===== src/rtl/mixcol_pkg.sv =====
package mixcol_pkg;
  localparam int BYTE_W    = 8;
  localparam int COL_BYTES = 4;
  localparam int COL_W     = BYTE_W * COL_BYTES;
  localparam logic [BYTE_W-1:0] RED_POLY = 8'h1B;

  function automatic logic [BYTE_W-1:0] gf_x2(input logic [BYTE_W-1:0] a);
    return {a[BYTE_W-2:0], 1'b0} ^ (a[BYTE_W-1] ? RED_POLY : '0);
  endfunction

  function automatic logic [BYTE_W-1:0] gf_x3(input logic [BYTE_W-1:0] a);
    return gf_x2(a) ^ a;
  endfunction

  function automatic logic [BYTE_W-1:0] gf_x4(input logic [BYTE_W-1:0] a);
    return gf_x2(gf_x2(a));
  endfunction

  function automatic logic [BYTE_W-1:0] gf_x5(input logic [BYTE_W-1:0] a);
    return gf_x4(a) ^ a;
  endfunction

  function automatic logic [BYTE_W-1:0] byte_fold(input logic [COL_W-1:0] c);
    logic [BYTE_W-1:0] acc;
    acc = '0;
    for (int k = 0; k < COL_BYTES; k++) acc ^= c[k*BYTE_W +: BYTE_W];
    return acc;
  endfunction
endpackage


===== src/rtl/mc_prescale.sv =====
module mc_prescale
  import mixcol_pkg::*;
(
  input  logic [COL_W-1:0] pre_in,
  output logic [COL_W-1:0] pre_out
);
  logic [BYTE_W-1:0] a_b [COL_BYTES];
  logic [BYTE_W-1:0] p_b [COL_BYTES];

  for (genvar i = 0; i < COL_BYTES; i++) begin : g_lane
    localparam int HI = COL_W - 1 - i * BYTE_W;
    localparam int OPP = (i + 2) % COL_BYTES;
    assign a_b[i] = pre_in[HI -: BYTE_W];
    // circulant row 05 00 04 00
    assign p_b[i] = gf_x5(a_b[i]) ^ gf_x4(a_b[OPP]);
    assign pre_out[HI -: BYTE_W] = p_b[i];
  end
endmodule


===== src/rtl/mc_forward.sv =====
module mc_forward
  import mixcol_pkg::*;
(
  input  logic [COL_W-1:0] fw_in,
  output logic [COL_W-1:0] fw_out
);
  logic [BYTE_W-1:0] b_b [COL_BYTES];
  logic [BYTE_W-1:0] y_b [COL_BYTES];

  for (genvar i = 0; i < COL_BYTES; i++) begin : g_lane
    localparam int HI = COL_W - 1 - i * BYTE_W;
    localparam int N1 = (i + 1) % COL_BYTES;
    localparam int N2 = (i + 2) % COL_BYTES;
    localparam int N3 = (i + 3) % COL_BYTES;
    assign b_b[i] = fw_in[HI -: BYTE_W];
    // circulant row 02 03 01 01
    assign y_b[i] = gf_x2(b_b[i]) ^ gf_x3(b_b[N1]) ^ b_b[N2] ^ b_b[N3];
    assign fw_out[HI -: BYTE_W] = y_b[i];
  end
endmodule


===== src/rtl/mix_column_unit.sv =====
module mix_column_unit
  import mixcol_pkg::*;
(
  input  logic             clk,
  input  logic             rst_n,
  input  logic             col_valid,
  input  logic             col_inv,
  input  logic [COL_W-1:0] col_in,
  output logic             res_valid,
  output logic [COL_W-1:0] res_col
);
  logic [COL_W-1:0] pre_col;
  logic [COL_W-1:0] fw_src;
  logic [COL_W-1:0] fw_res;
  logic [COL_W-1:0] col_d, col_q;
  logic             vld_d, vld_q;

  mc_prescale u_pre (.pre_in(col_in), .pre_out(pre_col));

  assign fw_src = col_inv ? pre_col : col_in;

  mc_forward u_fwd (.fw_in(fw_src), .fw_out(fw_res));

  always_comb begin
    vld_d = col_valid;
    col_d = col_q;
    if (col_valid) col_d = fw_res;
  end

  always_ff @(posedge clk or negedge rst_n) begin
    if (!rst_n) begin
      vld_q <= 1'b0;
      col_q <= '0;
    end else begin
      vld_q <= vld_d;
      col_q <= col_d;
    end
  end

  assign res_valid = vld_q;
  assign res_col   = col_q;


  accept_valid_chk: assert property (@(posedge clk) disable iff (!rst_n)
    col_valid |=> res_valid);


  idle_hold_chk: assert property (@(posedge clk) disable iff (!rst_n)
    !col_valid |=> (!res_valid && $stable(res_col)));


  uniform_fixed_chk: assert property (@(posedge clk) disable iff (!rst_n)
    (col_valid && col_in == {COL_BYTES{col_in[BYTE_W-1:0]}}) |=> res_col == $past(col_in));


  fold_keep_chk: assert property (@(posedge clk) disable iff (!rst_n)
    col_valid |=> byte_fold(res_col) == byte_fold($past(col_in)));
endmodule


===== config.mk =====
export PLATFORM = sky130hd
export DESIGN_NAME = mix_column_unit
export DESIGN_NICKNAME = d
export VERILOG_FILES = /design/src/rtl/mixcol_pkg.sv /design/src/rtl/mc_prescale.sv /design/src/rtl/mc_forward.sv /design/src/rtl/mix_column_unit.sv
export SDC_FILE = /design/constraint.sdc
export NUM_CORES = 1
export LEC_CHECK = 0
export ABC_AREA = 1
export ABC_CLOCK_PERIOD_IN_PS = 1250
export BUFFER_PORTS_ARGS = -buffer_cell sky130_fd_sc_hd__buf_2
export CORE_ASPECT_RATIO = 1.1
export CORE_UTILIZATION = 45
export CTS_CLUSTER_DIAMETER = 100
export CTS_CLUSTER_SIZE = 14
export DETAILED_ROUTE_END_ITERATION = 10
export PLACE_DENSITY_LB_ADDON = 0.2
export RECOVER_POWER = 50
export SKIP_LAST_GASP = 1
export SYNTH_ARGS = -nofsm -noshare
export SYNTH_HDL_FRONTEND = slang
export SYNTH_SLANG_ARGS = --single-unit

===== constraint.sdc =====
create_clock -name clk -period 1.25 [get_ports clk]
set_input_delay 0.375 -clock clk [delete_from_list [all_inputs] [get_ports clk]]
set_output_delay 0.375 -clock clk [all_outputs]
set_load 0.02 [all_outputs]

==> metrics.md, run 1 <==
| Metric | Value |
|---|---|
| Peak VDD IR | `499 µV` |
| Clk root buf | `clkbuf_8` |
| Post-Route Setup TNS | `-12.93 ns` |
| Hold crit path type | `in2async` |
| Buf/Inv on CP | `3` |
| Mapped Nets | `703` |
| Total CTS buffers | `5` |
| Final setup vio count | `32` |
| Maximum number of pins on one net before global-route repair | `39` |
| IO Port Bufs | `68` |
| CTS tree | `done` |
| Dpl cells | `926` |
| Endpoint class of the critical path | `register` |
| Seq pwr share | `0.199` |
| Gp weighted congestion | `0.921` |
| Synth Register Bits | `33` |
| Net Sw Frac | `0.486` |
| Global-route wire length before repair | `21.7 mm` |
| Max Freq | `0.549 GHz` |
| Post-synthesis cell count | `667` |
| Crit-path max FO | `4` |
| Avg Inst Size Synth | `6.33 µm²` |
| Initial drt markers | `365` |
| Clock Sinks | `33` |
| Pleak | `3.83 nW` |
| Initial Util | `0.471` |
| Failing checks | `negative setup slack` |
| Antenna Nets Post-Route | `0` |
| Via count | `5,499` |
| Hold Slack | `0.243 ns` |
| Final period util | `1.46` |
| H-tree Lvls | `2` |
| Area Overhead vs Synth | `78.1%` |
| Most frequent cell on the critical path | `nand2_1` |
| Comb power frac | `0.697` |
| Register area share after synthesis | `0.196` |
| Antenna Cells | `0` |
| Worst EP arrival | `2.00 ns` |
| RSZ-0062 raised after global routing | `yes` |
| Internal | `4.00 mW` |
| Gr ovfl total | `0` |
| FP Rows | `36` |
| Share of layout cells above drive strength 1 | `0.588` |
| GRT Total Usage | `0.282` |
| Drc violations | `0` |
| Routed wire length | `17.7 mm` |
| Fin cells | `971` |
| Measured slew at the worst slew-check pin | `0.799 ns` |
| Clock Skews | `0 ns` |
| Startpoint types | `input pin` |
| Cell Area, Synth | `4220 µm²` |
| YS warnings | `0` |
| Clk buf depth | `2` |
| Final hold vios | `0` |
| Post-DP HPWL | `10.2 mm` |
| Power Density | `1040 nW/µm²` |
| Slew HR | `0.467` |
| Most common cell after layout, fill and taps aside | `nand2_1` |
| Die area | `9770 µm²` |
| Drt via density | `5.66` |
| Max stage delay on crit path | `0.29 ns` |
| Final worst slack | `-0.571 ns` |
| Die Height | `104 µm` |
| Setup Crit Path Kind | `in2reg` |
| Psw | `3.78 mW` |
| Worst endpoint required time | `1.43 ns` |
| Horiz. Die Dim | `94.3 µm` |
| CP cell instances | `buf_2 > inv_2 > nand2_1 > nand4_1 > nand4_1 > buf_4 > nand3_4 > nand3_4 > nand2_1 > nand2_1 > nand2_1 > nand2_1 > nand3_2 > nand2_1` |
| Clk pwr share | `0.104` |
| Insertion delay to the later sink of the worst-skew pair | `0.29 ns` |
| Clock transition at path regs | `0.06 ns` |
| Routed WL per cell | `18.3 µm` |
| Core Area | `8960 µm²` |
| Nets@finish | `893` |
| Most frequent cells in the layout | `171 x nand2_1, 114 x buf_4, 95 x nand2_2, 48 x nand2_4, 47 x buf_2` |
| Worst path top cell family by delay | `simple AND/OR/NAND/NOR gates` |
| Vias in the first global route | `4,742` |
| TritonRoute pass-1 iters | `5` |
| Top Ports | `69` |
| Minimum clock period | `1.82 ns` |
| Synth unique cells | `30` |
| Status | `finished with violations` |
| Initial antenna violation count | `0` |
| Slowest cell on crit path | `nand4_1` |
| Max-slew violations | `0` |
| Max_cap viols | `0` |
-- layout make-up --
cell class | instances | area (µm²)
clock buffers | 7 | 86.3
fillers | 490 | 1450
inverters | 70 | 348
multi-input cells | 546 | 4460
flip-flops and latches | 33 | 826
well taps | 114 | 143
repair buffers | 201 | 1650
-- cells in the mapped netlist --
| master | number | area, µm² |
|---|---|---|
| or2_0 | 1 | 6.26 |
| inv_1 | 61 | 229 |
| clkbuf_1 | 5 | 18.8 |
| xnor2_2 | 1 | 16.3 |
| nor2_1 | 13 | 48.8 |
| xnor2_4 | 1 | 27.5 |
| inv_2 | 7 | 26.3 |
| nand2_1 | 298 | 1120 |
| nand3_1 | 85 | 425 |
| nand4_1 | 18 | 113 |
| xnor2_1 | 28 | 245 |
| nand2_2 | 17 | 106 |
| dfrtp_1 | 33 | 826 |
| buf_6 | 3 | 33.8 |
| xor2_1 | 47 | 412 |
| nand3_4 | 3 | 52.6 |
| clkbuf_8 | 1 | 13.8 |
| o21ai_0 | 2 | 10.0 |
| a21oi_1 | 1 | 5.00 |
| xor2_4 | 5 | 138 |
| buf_2 | 4 | 20.0 |
| nand2_4 | 3 | 33.8 |
| o21ai_2 | 2 | 17.5 |
| xor2_2 | 9 | 146 |
| nand3b_1 | 3 | 22.5 |
| buf_4 | 5 | 37.5 |
| nand3_2 | 2 | 20.0 |
| inv_4 | 2 | 12.5 |
| o21ai_1 | 5 | 25.0 |
| or2_1 | 2 | 12.5 |
-- cell families after synthesis --
| group | after synthesis | share of synthesized area |
|---|---|---|
| AND/OR/NAND/NOR | 445 | 0.464 |
| XOR/XNOR | 91 | 0.233 |
| buffers and inverters | 88 | 0.0928 |
| flip-flops | 33 | 0.196 |
| AO/OA/AOI/OAI | 10 | 0.0136 |
-- metrics by stage --
step	power (mW)	cell area, µm²	utilization	setup WS, ns
2_1_floorplan	4.26	4650	-	-0.482
3_3_place_gp	5.39	5680	0.634	-0.730
3_5_place_dp	5.50	5680	0.634	-0.814
4_1_cts	6.71	6430	0.717	-0.405
5_1_grt	8.23	7510	0.838	-0.626
6_report	7.78	7510	0.838	-0.571
-- layer usage --
layer | wire (µm) | global-route usage | share of wire | vias up
li1 | - | - | - | 2440
met2 | 8830 | 0.494 | 0.50 | 311
met4 | 1190 | 0.125 | 0.067 | 0
met1 | 6510 | 0.343 | 0.37 | 2644
met5 | 0 | 0 | 0 | -
met3 | 1200 | 0.0242 | 0.067 | 104
-- final timing paths --
| kind | end | cells after the start | start | slack, ns |
|---|---|---|---|---|
| setup reg to reg | res_col[6] | 2 | res_col[6] | 0.58 |
| min in group clk | res_valid | 2 | col_valid | 0.42 |
| hold reg to reg | res_col[3] | 2 | res_col[3] | 0.47 |
| hold / removal | res_valid | 2 | rst_n | 0.24 |
| setup / recovery | res_col[27] | 14 | col_in[16] | -0.57 |
| max in group asynchronous | res_col[14] | 2 | rst_n | 0.50 |
-- timing repair --
item                                    4_1_cts  5_1_grt
buffers inserted                             15       25
hold endpoints to repair                      0        0
resized for setup                           132      221
endpoints found under the setup margin       32       32
cloned                                        1        0
pin swaps                                   102      161
hold buffers                                  0        0
-- power groups by stage --
stage	Sequential, mW	Combinational, mW	Clock, mW
after floorplan	1.98	2.28	0
final	1.55	5.42	0.811
after global routing	1.59	5.80	0.848
after CTS	1.55	4.36	0.810
after global placement	1.56	3.83	0
after detailed placement	1.56	3.93	0
-- registers in the layout (all words and copies together), names as in the netlist --
signal / cells
res_col: 32
res_valid: 1
(Power assumes the default switching activity.)
==> run 2, diff against run 1 <==
GPL_ROUTABILITY_DRIVEN = 0   (was default)
SKIP_CTS_REPAIR_TIMING = 1   (was default)
==> run 2 against run 1 <==
Against the previous run: the flow still finishes with violations (negative setup slack); total power decreased by 2.9%; worst setup slack better by 0.13 ns; fmax grew 7.4%; critical path type unchanged; largest power group unchanged.
==> metrics.md, run 2 (same netlist as run 1, synthesis figures left out) <==
| Metric | Value |
|---|---|
| Initial antenna violation count | `0 (unchanged)` |
| Measured slew at the worst slew-check pin | `0.791 ns (-0.00792 ns)` |
| Drc violations | `0 (unchanged)` |
| Post-DP HPWL | `10.3 mm (+1.6%)` |
| TritonRoute pass-1 iters | `5 (unchanged)` |
| Core Area | `8960 µm² (unchanged)` |
| Area Overhead vs Synth | `66.1%` |
| Max Freq | `0.590 GHz (+7.4%)` |
| Maximum number of pins on one net before global-route repair | `39 (unchanged)` |
| Clk buf depth | `2 (unchanged)` |
| Final period util | `1.36 (-0.100)` |
| Net Sw Frac | `0.464 (-0.0220)` |
| Most frequent cell on the critical path | `nand2_1` |
| Worst r2r path cells | `3 (+1)` |
| IO Port Bufs | `68 (unchanged)` |
| Peak VDD IR | `502 µV (+0.58%)` |
| Global-route wire length before repair | `20.9 mm (-3.7%)` |
| Seq pwr share | `0.206 (+0.007)` |
| RSZ-0062 raised after global routing | `yes` |
| Routed WL per cell | `16.4 µm (-10%)` |
| R2R setup slack | `0.50 ns (-0.08 ns)` |
| Clk pwr share | `0.137 (+0.033)` |
| Most frequent cells in the layout | `199 x nand2_1, 110 x buf_4, 81 x nand2_2, 58 x nand3_1, 48 x buf_2` |
| Endpoint class of the critical path | `register` |
| Worst endpoint required time | `1.43 ns (about the same)` |
| Psw | `3.50 mW (-7.3%)` |
| RR Endpoint | `res_col[16]` |
| Max stage delay on crit path | `0.25 ns (-0.04 ns)` |
| Fill count | `583 (+19%)` |
| Share of layout cells above drive strength 1 | `0.521 (-0.0668)` |
| Clock Sinks | `33 (unchanged)` |
| Status | `finished with violations` |
| Reg2Reg Launch Point | `res_col[16]` |
| Final setup vio count | `32 (unchanged)` |
| Pre-CTS setup slack | `-0.851 ns (-0.0372 ns)` |
| Initial drt markers | `442 (+21%)` |
| Power Density | `1080 nW/µm² (+4.0%)` |
| Horiz. Die Dim | `94.3 µm (unchanged)` |
| CP cell instances | `buf_6 > inv_4 > nand2_4 > nand3_4 > xor2_4 > inv_2 > buf_4 > nand2_1 > nand2_1 > nand2_1 > nand3_1 > nand2_1 > nand2_1 > nand3_1 > nand2_1` |
| Slew HR | `0.473 (+0.00528)` |
| Top Ports | `69 (unchanged)` |
| Via count | `5,254 (-4.5%)` |
| Worst EP arrival | `1.88 ns (-0.12 ns)` |
| Internal | `4.05 mW (+1.2%)` |
| Gr ovfl total | `0 (unchanged)` |
| Routed wire length | `15.7 mm (-11%)` |
| Die area | `9770 µm² (unchanged)` |
| Most common cell after layout, fill and taps aside | `nand2_1` |
| Vias in the first global route | `4,625 (-2.5%)` |
| Max-slew violations | `0 (unchanged)` |
| Antenna Nets Post-Route | `0 (unchanged)` |
| Minimum clock period | `1.70 ns (-0.125 ns)` |
| Comb power frac | `0.657 (-0.040)` |
| Slowest cell on crit path | `xor2_4` |
| Crit-path max FO | `4 (unchanged)` |
| Clock Skews | `0 ns (unchanged)` |
| Failing checks | `negative setup slack` |
| Max_cap viols | `0 (unchanged)` |
| Total CTS buffers | `5 (unchanged)` |
| Final hold vios | `0 (unchanged)` |
| Max reg flops | `32 (unchanged)` |
| GRT Total Usage | `0.267 (-0.0143)` |
| Overall Power | `7.55 mW (-2.9%)` |
| H-tree Lvls | `2 (unchanged)` |
| CTS tree | `done` |
| Startpoint types | `input pin` |
| Drt via density | `5.47 (-3.4%)` |
| Nets@finish | `881 (-1.3%)` |
| Initial Util | `0.471 (unchanged)` |
| Clk root buf | `clkbuf_8` |
| Final worst slack | `-0.446 ns (+0.125 ns)` |
| Insertion delay to the later sink of the worst-skew pair | `0.28 ns (about the same)` |
| Pleak | `3.66 nW (-4.6%)` |
| FP Rows | `36 (unchanged)` |
| Setup Crit Path Kind | `in2reg` |
| Clock transition at path regs | `0.07 ns (about the same)` |
| Die Height | `104 µm (unchanged)` |
| Antenna Cells | `0 (unchanged)` |
| Hold crit path type | `in2async` |
| Post-Route Setup TNS | `-11.09 ns (+1.83 ns)` |
## run 2: cell count changes in the layout (fill, tap and decap cells not counted), sizes merged
cell	before	now
clkinv	1	0
buf	200	188
bufinv	0	1
inv	69	70
## run 2: stage by stage
stage | hold slack [ns] | instance area, µm² | util | cells
2_1_floorplan | 0.0794 | 4650 | - | 667
4_1_cts | 0.119 | 5790 | 0.646 | 933
5_1_grt | 0.317 | 7010 | 0.782 | 960
6_report | 0.248 | 7010 | 0.782 | 960
3_3_place_gp | 0.417 | 5670 | 0.633 | 925
3_5_place_dp | 0.422 | 5670 | 0.633 | 925
## run 2: metal layers
layer  part of all wire  GRT usage  wire length [µm]  vias up
li1                   -          -                 -     2426
met1               0.37      0.343              5770     2434
met3              0.070     0.0235              1090       80
met4              0.054      0.113               849        0
met2               0.51      0.452              8030      314
met5                  0          0                 0        -
## run 2: worst max path at each step
stage                     depth (start not counted)       start          end
after CTS                                        16  col_in[22]   res_col[5]
final                                            15  col_in[29]  res_col[20]
after floorplan                                   9   col_in[6]  res_col[17]
after global placement                           14     col_inv   res_col[3]
after global routing                             16  col_in[25]  res_col[27]
after detailed placement                         16  col_in[22]   res_col[5]
## run 2: critical path: cells and delay by family
family,cells,cell delay (ns)
and+or+nand+nor,10,0.81
buffers and inverters,4,0.43
xor gates and xnor gates,1,0.25
## run 2: power by group through the flow
| stage | sequential (mW) | clock [mW] | combinational, mW |
|---|---|---|---|
| after floorplan | 1.98 | 0 | 2.28 |
| after global placement | 1.56 | 0 | 3.84 |
| after detailed placement | 1.57 | 0 | 3.94 |
| after CTS | 1.56 | 1.04 | 3.96 |
| after global routing | 1.60 | 1.09 | 5.32 |
| final | 1.56 | 1.03 | 4.96 |
## run 2: cell type report
cell class                 count  area (µm²)  area share
inverter                      70         320      0.0457
sequential                    33         826       0.118
clock inverter                 1        30.0     0.00428
tap                          114         143      0.0204
timing repair buffer         189        1510       0.215
multi-input combinational    546        4090       0.584
clock buffer                   7        86.3      0.0123
==> run 3, diff against run 2 <==
ABC_CLOCK_PERIOD_IN_PS = 2100   (was 1250)
clock period = 2.1 ns   (was 1.25 ns; I/O delays follow)
==> run 3 against run 2 <==
Against the previous run: the flow now finishes without violations; hold slack better by 0.18 ns; via count is 12% lower; worst setup slack better by 0.55 ns; clock power is 55% lower; cell area is 20% lower; wire length is 25% lower; register-to-register slack better by 0.94 ns; clock skew stayed put; combinational power is 53% lower; sequential power is 41% lower.
==> metrics.md, run 3 (same netlist as run 1, synthesis figures left out) <==
| Metric | Value |
|---|---|
| Status | `finished clean` |
| TritonRoute pass-1 iters | `7 (+2)` |
| Dpl cells | `922 (-0.32%)` |
| Gr ovfl total | `0 (unchanged)` |
| Die area | `9770 µm² (unchanged)` |
| Maximum number of pins on one net before global-route repair | `39 (unchanged)` |
| Final period util | `0.952` |
| Routed WL per cell | `12.6 µm (-23%)` |
| Pleak | `3.15 nW (-14%)` |
| CTS tree | `done` |
| Measured slew at the worst slew-check pin | `0.799 ns (+0.00860 ns)` |
| Slowest cell on crit path | `xor2_4` |
| Pre-CTS setup slack | `-0.267 ns (+0.584 ns)` |
| Worst EP arrival | `2.17 ns (+0.29 ns)` |
| Register area | `826 µm² (unchanged)` |
| Hold Slack | `0.428 ns (+0.180 ns)` |
| Horiz. Die Dim | `94.3 µm (unchanged)` |
| Core Area | `8960 µm² (unchanged)` |
| Final hold vios | `0 (unchanged)` |
| Clk root buf | `clkbuf_8` |
| GRT Total Usage | `0.251 (-0.0158)` |
| Most frequent cell on the critical path | `nand2_2` |
| Die Height | `104 µm (unchanged)` |
| M1 wire length | `5.22 mm (-9.5%)` |
| Minimum clock period | `2.00 ns` |
| Area of the multi-input gates | `3190 µm² (-22%)` |
| Max reg flops | `32 (unchanged)` |
| Drc violations | `0 (unchanged)` |
| Via count | `4,627 (-12%)` |
| Hold crit path type | `in2async` |
| Final setup vio count | `0 (-100%)` |
| Met2 routed WL | `5.68 mm (-29%)` |
| Total CTS buffers | `5 (unchanged)` |
| Max stage delay on crit path | `0.23 ns (-0.02 ns)` |
| Clk buf depth | `2 (unchanged)` |
| Placed Area | `5290 µm² (-6.7%)` |
| Initial drt markers | `306 (-31%)` |
| Share of layout cells above drive strength 1 | `0.302 (-0.220)` |
| FP Rows | `36 (unchanged)` |
| Overall Power | `3.71 mW (-51%)` |
| Peak VDD IR | `235 µV (-53%)` |
| Max Used Layer | `met4` |
| Fin util | `0.626 (-0.156)` |
| Max-slew violations | `0 (unchanged)` |
| Max Freq | `0.500 GHz` |
| Startpoint types | `input pin` |
| Antenna Nets Post-Route | `0 (unchanged)` |
| Slew HR | `0.467 (-0.00573)` |
| Final std cell area, no fill | `5610 µm² (-20%)` |
| Most common cell after layout, fill and taps aside | `nand2_1` |
| IO Port Bufs | `68 (unchanged)` |
| Global-route wire length before repair | `19.6 mm (-6.2%)` |
| Initial Util | `0.471 (unchanged)` |
| Final worst slack | `0.100 ns (+0.546 ns)` |
| RSZ-0062 raised after global routing | `yes` |
| Fin cells | `933 (-2.8%)` |
| Power Density | `662 nW/µm² (-39%)` |
| CP cell instances | `clkbuf_4 > inv_1 > nand2_2 > nand2_2 > xnor2_2 > nand2_2 > xor2_4 > xor2_2 > or2_1 > nand3_1 > nand2_1` |
| Clock Skews | `0 ns (unchanged)` |
| Drt via density | `4.96 (-9.4%)` |
| Antenna Cells | `0 (unchanged)` |
| Setup Crit Path Kind | `in2reg` |
| Nets@finish | `855 (-3.0%)` |
| Crit-path max FO | `6 (+2)` |
| Most frequent cells in the layout | `279 x nand2_1, 95 x buf_4, 80 x nand3_1, 59 x inv_1, 48 x buf_2` |
| Routed wire length | `11.8 mm (-25%)` |
| H-tree Lvls | `2 (unchanged)` |
| Clock Sinks | `33 (unchanged)` |
| Post-DP HPWL | `9.83 mm (-4.9%)` |
| Vias in the first global route | `4,399 (-4.9%)` |
| Worst endpoint required time | `2.27 ns (+0.84 ns)` |
| Post-Route Setup TNS | `0 ns (+11.09 ns)` |
| Area Overhead vs Synth | `33.0%` |
| Top Ports | `69 (unchanged)` |
| Clock transition at path regs | `0.06 ns (about the same)` |
| Initial antenna violation count | `0 (unchanged)` |
| Met3 WL | `631 µm (-42%)` |
| Endpoint class of the critical path | `register` |
| Fill count | `853 (+46%)` |
| Max_cap viols | `0 (unchanged)` |
| Insertion delay to the later sink of the worst-skew pair | `0.28 ns (about the same)` |
[run 3: changes by cell type in the layout (fill, tap and decap cells not counted), moves of 11 or more]
| cell | change |
|---|---|
| clkbuf_1 | +12 |
| nand2_2 | -45 |
| nand3_2 | -19 |
| buf_4 | -15 |
| xor2_4 | -11 |
| inv_1 | +19 |
| nand3_1 | +22 |
| xor2_1 | +17 |
| nand2_4 | -35 |
| buf_6 | -15 |
| nand2_1 | +80 |
[run 3: routing by layer]
layer  track usage  vias to the layer above
li1              -                     2361
met1         0.338                     2076
met2         0.419                      167
met3        0.0206                       23
met4        0.0846                        0
met5             0                        -
[run 3: path summary, 6_finish.rpt]
check | start | depth (start not counted) | slack [ns] | endpoint
worst max-delay path | col_in[30] | 11 | 0.10 | res_col[18]
worst min-delay path | rst_n | 1 | 0.43 | res_col[1]
worst max register to register | res_col[6] | 2 | 1.44 | res_col[6]
worst min register to register | res_col[5] | 2 | 0.48 | res_col[5]
max in group asynchronous | rst_n | 1 | 1.16 | res_col[30]
min in group clk | res_col[5] | 2 | 0.48 | res_col[5]
[run 3: critical path, delay by kind of cell]
family	cells	cell delay, ns
XOR/XNOR	3	0.64
AND/OR/NAND/NOR	6	0.67
buffers and inverters	2	0.23
[run 3: area by class of cell]
| type | instances | share of cell area |
|---|---|---|
| Tap cell | 114 | 0.0254 |
| Clock buffer | 7 | 0.0154 |
| Inverter | 70 | 0.0486 |
| Multi-Input combinational cell | 546 | 0.569 |
| Timing Repair Buffer | 163 | 0.194 |
| Sequential cell | 33 | 0.147 |
[run 3: where the power goes]
part           internal, mW  total [mW]  switching, mW  leakage, nW
clock                 0.260       0.467          0.207       0.0443
combinational         0.910        2.32           1.41         2.71
sequential            0.828       0.926         0.0974        0.397
